===== src/rtl/pario_pkg.sv =====
package pario_pkg;

  typedef enum logic [1:0] {
    SEL_PA   = 2'b00,
    SEL_PB   = 2'b01,
    SEL_PC   = 2'b10,
    SEL_CTRL = 2'b11
  } port_sel_e;

  // index of each group inside the direction vector (1 = input)
  localparam int unsigned DIR_A  = 0;
  localparam int unsigned DIR_CL = 1;
  localparam int unsigned DIR_B  = 2;
  localparam int unsigned DIR_CU = 3;
  localparam int unsigned N_GRP  = 4;

  typedef struct packed {
    logic mode_wr;
    logic bit_wr;
    logic a_wr;
    logic b_wr;
    logic c_wr;
  } wr_cmd_t;

endpackage


===== src/rtl/pario_bus_decode.sv =====
module pario_bus_decode
  import pario_pkg::*;
#(
  parameter int unsigned DW    = 8,
  parameter int unsigned SEL_W = $clog2(DW)
) (
  input  logic                    cs_n,
  input  logic                    rd_n,
  input  logic                    wr_n,
  input  logic [1:0]              addr,
  input  logic [DW-1:0]           din,
  output wr_cmd_t                 cmd,
  output logic [N_GRP-1:0]        dir_next,
  output logic [SEL_W-1:0]        bit_idx,
  output logic                    bit_val,
  output logic [DW-1:0]           wdata,
  output logic                    rd_en,
  output port_sel_e               rd_sel
);

  logic      acc_wr;
  port_sel_e sel;

  always_comb begin
    sel    = port_sel_e'(addr);
    acc_wr = !cs_n && !wr_n;
    rd_en  = !cs_n && !rd_n;
    rd_sel = sel;

    cmd.a_wr    = acc_wr && (sel == SEL_PA);
    cmd.b_wr    = acc_wr && (sel == SEL_PB);
    cmd.c_wr    = acc_wr && (sel == SEL_PC);
    cmd.mode_wr = acc_wr && (sel == SEL_CTRL) &&  din[DW-1];
    cmd.bit_wr  = acc_wr && (sel == SEL_CTRL) && !din[DW-1];

    // direction field of a mode word (1 = input)
    dir_next         = '0;
    dir_next[DIR_A]  = din[4];
    dir_next[DIR_CU] = din[3];
    dir_next[DIR_B]  = din[1];
    dir_next[DIR_CL] = din[0];

    // single-bit command: select in bits above the value bit
    bit_idx = din[SEL_W:1];
    bit_val = din[0];
    wdata   = din;
  end

endmodule


===== src/rtl/pario_dir_reg.sv =====
module pario_dir_reg
  import pario_pkg::*;
(
  input  logic             clk,
  input  logic             rst,
  input  logic             load,
  input  logic [N_GRP-1:0] dir_next,
  output logic [N_GRP-1:0] dir_in
);

  always_ff @(posedge clk) begin
    if (rst)       dir_in <= '1;
    else if (load) dir_in <= dir_next;
  end

endmodule


===== src/rtl/pario_out_latch.sv =====
module pario_out_latch #(
  parameter int unsigned W      = 8,
  parameter bit          BSR_EN = 1'b0,
  parameter int unsigned SEL_W  = $clog2(W)
) (
  input  logic             clk,
  input  logic             rst,
  input  logic             clr,
  input  logic             load,
  input  logic [W-1:0]     wdata,
  input  logic             bit_wr,
  input  logic [SEL_W-1:0] bit_idx,
  input  logic             bit_val,
  output logic [W-1:0]     q
);

  always_ff @(posedge clk) begin
    if (rst || clr)               q <= '0;
    else if (load)                q <= wdata;
    else if (BSR_EN && bit_wr)    q[bit_idx] <= bit_val;
  end

endmodule


===== src/rtl/pario_mask_bank.sv =====
module pario_mask_bank #(
  parameter int unsigned              N_MASK   = 2,
  parameter int unsigned              SEL_W    = 3,
  parameter logic [N_MASK*SEL_W-1:0]  MASK_POS = {3'd2, 3'd4}
) (
  input  logic              clk,
  input  logic              rst,
  input  logic              clr,
  input  logic              bit_wr,
  input  logic [SEL_W-1:0]  bit_idx,
  input  logic              bit_val,
  output logic [N_MASK-1:0] en
);

  for (genvar i = 0; i < N_MASK; i++) begin : g_mask
    localparam logic [SEL_W-1:0] POS = MASK_POS[i*SEL_W +: SEL_W];
    always_ff @(posedge clk) begin
      if (rst || clr)                     en[i] <= 1'b0;
      else if (bit_wr && bit_idx == POS)  en[i] <= bit_val;
    end
  end

endmodule


===== src/rtl/pario_read_path.sv =====
module pario_read_path
  import pario_pkg::*;
#(
  parameter int unsigned DW = 8,
  localparam int unsigned NIB = DW / 2
) (
  input  logic             clk,
  input  logic             rst,
  input  logic             rd_en,
  input  port_sel_e        rd_sel,
  input  logic [N_GRP-1:0] dir_in,
  input  logic [DW-1:0]    a_q,
  input  logic [DW-1:0]    b_q,
  input  logic [DW-1:0]    c_q,
  input  logic [DW-1:0]    pa_in,
  input  logic [DW-1:0]    pb_in,
  input  logic [DW-1:0]    pc_in,
  output logic [DW-1:0]    dout
);

  logic [DW-1:0] a_view, b_view, c_view, sel_view;

  always_comb begin
    a_view = dir_in[DIR_A] ? pa_in : a_q;
    b_view = dir_in[DIR_B] ? pb_in : b_q;
    c_view[DW-1:NIB] = dir_in[DIR_CU] ? pc_in[DW-1:NIB] : c_q[DW-1:NIB];
    c_view[NIB-1:0]  = dir_in[DIR_CL] ? pc_in[NIB-1:0]  : c_q[NIB-1:0];
    unique case (rd_sel)
      SEL_PA:   sel_view = a_view;
      SEL_PB:   sel_view = b_view;
      SEL_PC:   sel_view = c_view;
      default:  sel_view = '0;
    endcase
  end

  always_ff @(posedge clk) begin
    if (rst)        dout <= '0;
    else if (rd_en) dout <= sel_view;
    else            dout <= '0;
  end

endmodule


===== src/rtl/pario_ctrl.sv =====
module pario_ctrl
  import pario_pkg::*;
#(
  parameter int unsigned DW     = 8,
  parameter int unsigned N_MASK = 2,
  localparam int unsigned SEL_W = $clog2(DW),
  localparam int unsigned NIB   = DW / 2,
  parameter logic [N_MASK*SEL_W-1:0] MASK_POS = {3'd2, 3'd4}
) (
  input  logic              clk,
  input  logic              rst,
  input  logic              cs_n,
  input  logic              rd_n,
  input  logic              wr_n,
  input  logic [1:0]        addr,
  input  logic [DW-1:0]     din,
  output logic [DW-1:0]     dout,
  input  logic [DW-1:0]     pa_in,
  output logic [DW-1:0]     pa_out,
  output logic [DW-1:0]     pa_oe,
  input  logic [DW-1:0]     pb_in,
  output logic [DW-1:0]     pb_out,
  output logic [DW-1:0]     pb_oe,
  input  logic [DW-1:0]     pc_in,
  output logic [DW-1:0]     pc_out,
  output logic [DW-1:0]     pc_oe,
  output logic [N_MASK-1:0] irq_en
);

  wr_cmd_t          cmd;
  logic [N_GRP-1:0] dir_next, dir_in;
  logic [SEL_W-1:0] bit_idx;
  logic             bit_val;
  logic [DW-1:0]    wdata;
  logic             rd_en;
  port_sel_e        rd_sel;

  pario_bus_decode #(.DW(DW), .SEL_W(SEL_W)) u_dec (
    .cs_n(cs_n), .rd_n(rd_n), .wr_n(wr_n), .addr(addr), .din(din),
    .cmd(cmd), .dir_next(dir_next), .bit_idx(bit_idx), .bit_val(bit_val),
    .wdata(wdata), .rd_en(rd_en), .rd_sel(rd_sel)
  );

  pario_dir_reg u_dir (
    .clk(clk), .rst(rst), .load(cmd.mode_wr), .dir_next(dir_next), .dir_in(dir_in)
  );

  pario_out_latch #(.W(DW), .BSR_EN(1'b0)) u_lat_a (
    .clk(clk), .rst(rst), .clr(cmd.mode_wr), .load(cmd.a_wr), .wdata(wdata),
    .bit_wr(1'b0), .bit_idx(bit_idx), .bit_val(bit_val), .q(pa_out)
  );

  pario_out_latch #(.W(DW), .BSR_EN(1'b0)) u_lat_b (
    .clk(clk), .rst(rst), .clr(cmd.mode_wr), .load(cmd.b_wr), .wdata(wdata),
    .bit_wr(1'b0), .bit_idx(bit_idx), .bit_val(bit_val), .q(pb_out)
  );

  pario_out_latch #(.W(DW), .BSR_EN(1'b1)) u_lat_c (
    .clk(clk), .rst(rst), .clr(cmd.mode_wr), .load(cmd.c_wr), .wdata(wdata),
    .bit_wr(cmd.bit_wr), .bit_idx(bit_idx), .bit_val(bit_val), .q(pc_out)
  );

  pario_mask_bank #(.N_MASK(N_MASK), .SEL_W(SEL_W), .MASK_POS(MASK_POS)) u_mask (
    .clk(clk), .rst(rst), .clr(cmd.mode_wr), .bit_wr(cmd.bit_wr),
    .bit_idx(bit_idx), .bit_val(bit_val), .en(irq_en)
  );

  pario_read_path #(.DW(DW)) u_rd (
    .clk(clk), .rst(rst), .rd_en(rd_en), .rd_sel(rd_sel), .dir_in(dir_in),
    .a_q(pa_out), .b_q(pb_out), .c_q(pc_out),
    .pa_in(pa_in), .pb_in(pb_in), .pc_in(pc_in), .dout(dout)
  );

  always_comb begin
    pa_oe = {DW{~dir_in[DIR_A]}};
    pb_oe = {DW{~dir_in[DIR_B]}};
    pc_oe = {{NIB{~dir_in[DIR_CU]}}, {NIB{~dir_in[DIR_CL]}}};
  end

endmodule


===== config.mk =====
export PLATFORM = sky130hd
export DESIGN_NAME = pario_ctrl
export DESIGN_NICKNAME = d
export VERILOG_FILES = /design/src/rtl/pario_pkg.sv /design/src/rtl/pario_bus_decode.sv /design/src/rtl/pario_dir_reg.sv /design/src/rtl/pario_out_latch.sv /design/src/rtl/pario_mask_bank.sv /design/src/rtl/pario_read_path.sv /design/src/rtl/pario_ctrl.sv
export SDC_FILE = /design/constraint.sdc
export NUM_CORES = 1
export LEC_CHECK = 0
export ABC_AREA = 1
export BUFFER_PORTS_ARGS = -buffer_cell sky130_fd_sc_hd__buf_2
export CELL_PAD_IN_SITES_DETAIL_PLACEMENT = 1
export CELL_PAD_IN_SITES_GLOBAL_PLACEMENT = 2
export CORE_ASPECT_RATIO = 0.5
export CORE_MARGIN = 2
export CORE_UTILIZATION = 24
export CTS_CLUSTER_SIZE = 24
export DETAILED_ROUTE_END_ITERATION = 7
export PLACE_DENSITY = 0.84
export SLEW_MARGIN = 0
export SYNTH_ARGS = -nofsm -noshare
export SYNTH_HDL_FRONTEND = slang
export SYNTH_SLANG_ARGS = --single-unit

===== constraint.sdc =====
create_clock -name clk -period 1.4 [get_ports clk]
set_input_delay 0.21 -clock clk [delete_from_list [all_inputs] [get_ports clk]]
set_output_delay 0.21 -clock clk [all_outputs]
set_load 0.02 [all_outputs]

==> run summary <==
Clock-pin transition on the worst setup and hold timing paths: 60 ps. The floorplan step defined a die boundary enclosing 0.00970 sq mm. The repair_antennas step left the layout with diodes totalling 0. The maximum clock insertion buffer count is 2. Number of antenna violations at the first check in global routing: 0.

TritonCTS built the clock tree. The post-synthesis share of cell area spent on xor and xnor gates came out at 0. The share of the core filled with cells was 0.323; the maximum fanout along the worst path was 9. The first detailed-routing pass took 4 iterations.

The post-synthesis net count came out at 354. The count of nets left with antenna violations once routing finished came out at 0. The area of the core was 0.00868 sq mm. The number of library cell types mapped by synthesis came out at 26.

The total congestion overflow is 0. The final count of pins violating max slew is 0, and the largest net degree at the start of global routing is 19. The detailed-route vias per instance is 4.48, and the critical path buffer and inverter count is 3. The worst setup path is captured at an output port. For the portion of the post-synthesis area used by sequential elements, the log shows 0.357. The net total in the final layout is 443. Counting flops and latches in the post-synthesis netlist gives 38. For the placed wire-length estimate, the log shows 5.93 mm. TritonCTS created 5 clock buffers. The H-tree was split into 2 levels.

The signal on the critical path passes through clkinv_2, buf_4, buf_2. CTS saw 38 sinks. The average cell area after synthesis came out at 6.77 sq um.

Highest achievable clock rate: 0.781 GHz. In this run the horizontal extent of the chip is 137 um. The total non-filler cell area in the finished layout is 0.00280 sq mm. The tools report the reg-to-reg setup timing slack as 180 ps. At the placement stage, the worst setup path has a slack of 89.8 ps.

The leakage power total was 1.51 nW. Post-layout minimum cycle time: 1280 ps. The worst hold path passes through 3 cells.

The start point of the worst min-delay path was din[5]. The largest area contributor in the netlist was dfxtp_1. The logs give 0 for the total count of hold-check failures in the final report and 290 ps for the clock latency of the later-clocked register in the worst-skew pair. Multiplexer fraction of the synthesized cell area: 0. The startpoint of the worst register-to-register path is u_dir.dir_in[3]$_SDFFE_PP1P_. The global placement routability congestion came out at 0.852. Counting cells, the worst reg-to-reg path comes to 5. The number of max-capacitance violations reported is 0, and the worst-case headroom to the max-slew limit is 0.723. The path category of the worst min-delay check is input pin to flop. The run finished with clean final reports. The required time reported for the critical path endpoint is 1190 ps. The wire length per cell after detailed routing is 14.4 um, and the ratio of cells with drive above 1 in the final layout is 0.336.

On the critical path, the stage with the largest delay is an instance of dfxtp_1. Summed over all layers, the routed wires come to 7.53 mm. The die is 70.6 um tall. The area growth from synthesis to layout is 31.4%. In this run the count of I/O pins placed on the die edge is 97. The kind of cell with the highest combined delay along the critical path is buffers and inverters.

The effective utilization at floorplan came out at 0.246. The global-route wire length before repair is 12.0 mm. For the critical path arrival, the log shows 1070 ps. The cell sitting at the root of the clock tree is a clkbuf_16.

The share of the synthesized area in compound gates (AO/OA/AOI/OAI) works out to 0.192. For this block, the via count after detailed routing is 2340. Ranked by total cell area, the synthesized netlist is headed by dfxtp_1 (36%), nand2_1 (12%), o21ai_0 (8.2%). The area of placed instances was 0.00265 sq mm. The transition time at the pin with the least slew margin came out at 411 ps. The endpoint identified for the worst register-to-register timing path is u_rd.dout[4]$_SDFF_PP0_.

The number of global-route vias before repair was 2385. The first routing iteration left 82 violations. The area share of and/or/nand/nor cells after synthesis was 0.293. The number of setup violations in the final report is 0, and the maximum ir drop on the vdd rail is 0.434 mV. On the worst path, the slowest cell contributes a delay of 340 ps.

Element type at the critical path start: a flop. Yosys printed 0 warnings. The number of remaining DRC errors was 0. The filler cells instantiated in the layout total 1137.

Overall power after layout: 2.69 mW. The worst setup path category is flop to output port. The worst setup margin is 120 ps. Area share of the largest cell type after synthesis: 0.357.

Input and output buffers added on the ports amount to 96. The path with the worst hold slack has its endpoint at u_lat_b.q[5]$_SDFFE_PP0P_. The post-synth design cell area came out at 0.00213 sq mm. For the final total negative setup slack, the log shows 0 ps.

Setup repair after global routing left no endpoint under its margin. The fraction of the mapped netlist area in adder cells is 0, and the worst-case clock skew is 5.32 ps. The cell count after synthesis came out at 315. By area, the combinational part of the netlist is dominated by simple AND/OR/NAND/NOR gates. For this design, the CTS-stage hold fixing added 0 buffers. The power per unit of standard cell area is 961 mW/mm^2, and the number of placement rows is 24.

Combined global-route utilization of all metal layers: 0.160. The final period utilization is 0.914. The cell depth of the worst setup path came out at 3.
## sequential cells by signal (all words and copies together) (netlist names)
| register | cells |
|---|---|
| u_lat_a.q | 8 |
| u_lat_b.q | 8 |
| u_lat_c.q | 8 |
| u_rd.dout | 8 |
| u_dir.dir_in | 4 |
| u_mask.en | 2 |
## cell families after synthesis
logic type,Yosys count
AND/OR/NAND/NOR,141
buffers and inverters,60
AO/OA/AOI/OAI,76
flip-flops,38
## report_power, final
group | switching, mW | internal (mW)
logic | 0.254 | 0.140
clock network | 0.471 | 0.706
registers | 0.0156 | 1.11
total | 0.741 | 1.95
## worst max-delay path by stage
stage / from / to / slack, ps
CTS: u_dir.dir_in[2]$_SDFFE_PP1P_ / pb_oe[4] / 60
floorplan: u_dir.dir_in[2]$_SDFFE_PP1P_ / u_rd.dout[4]$_SDFF_PP0_ / 40
global placement: cs_n / u_lat_c.q[2]$_SDFFE_PP0P_ / 120
finish: u_dir.dir_in[3]$_SDFFE_PP1P_ / pc_oe[6] / 120
detailed placement: cs_n / u_dir.dir_in[0]$_SDFFE_PP1P_ / 90
global route: u_dir.dir_in[3]$_SDFFE_PP1P_ / pc_oe[5] / 40
## per-layer routing
layer	global-route usage	share of wire	up-vias
met5	0	0	-
met4	0.0435	0.015	0
met3	0.0366	0.043	10
met2	0.272	0.48	47
met1	0.205	0.46	1105
li1	-	-	1178
## tightest hold or removal path: cells and delay by family
kind                   cells  cell delay (ps)
AND/OR/NAND/NOR            1               70
AO/OA/AOI/OAI              1               50
buffers and inverters      1              130
## metrics by stage
step / hold WS [ps] / std cells
after floorplan: 310 / 315
after global placement: 467 / 514
after detailed placement: 472 / 514
after CTS: 226 / 522
after global routing: 239 / 522
final: 222 / 522
## layout make-up
type                            instances  area (sq um)  area share
Clock buffer                            6           139      0.0496
Multi-Input combinational cell        217          1030       0.369
Sequential cell                        38           761       0.272
Clock inverter                          2          12.5     0.00447
Inverter                               33           130      0.0464
Timing Repair Buffer                  109           578       0.206
Tap cell                              117           146      0.0523
## cell usage in the layout (no fill, tap or decap), drive strengths merged
cell	n
clkbuf	6
o22ai	1
clkinv	4
nand3	20
nor4	1
a21oi	28
nand2	74
clkinvlp	1
buf	109
o21a	5
o21ai	37
o211ai	3
inv	30
dfxtp	38
nor2	46
o21bai	2
## what timing repair did
action                                  4_1_cts  5_1_grt
gates resized for setup                       2        1
buffers inserted                              0        0
endpoints found under the setup margin       12        8
hold endpoints to repair                      0        0
## cells in the mapped netlist, drive strengths merged
cell type  instances
a21oi             28
o211ai             3
o21bai             2
dfxtp             38
nand3             20
buf               27
nor2              46
clkinv             4
o21ai             37
nor4               1
o22ai              1
inv               29
nand2             74
o21a               5
Note: power is estimated with default switching activity, not from simulation.
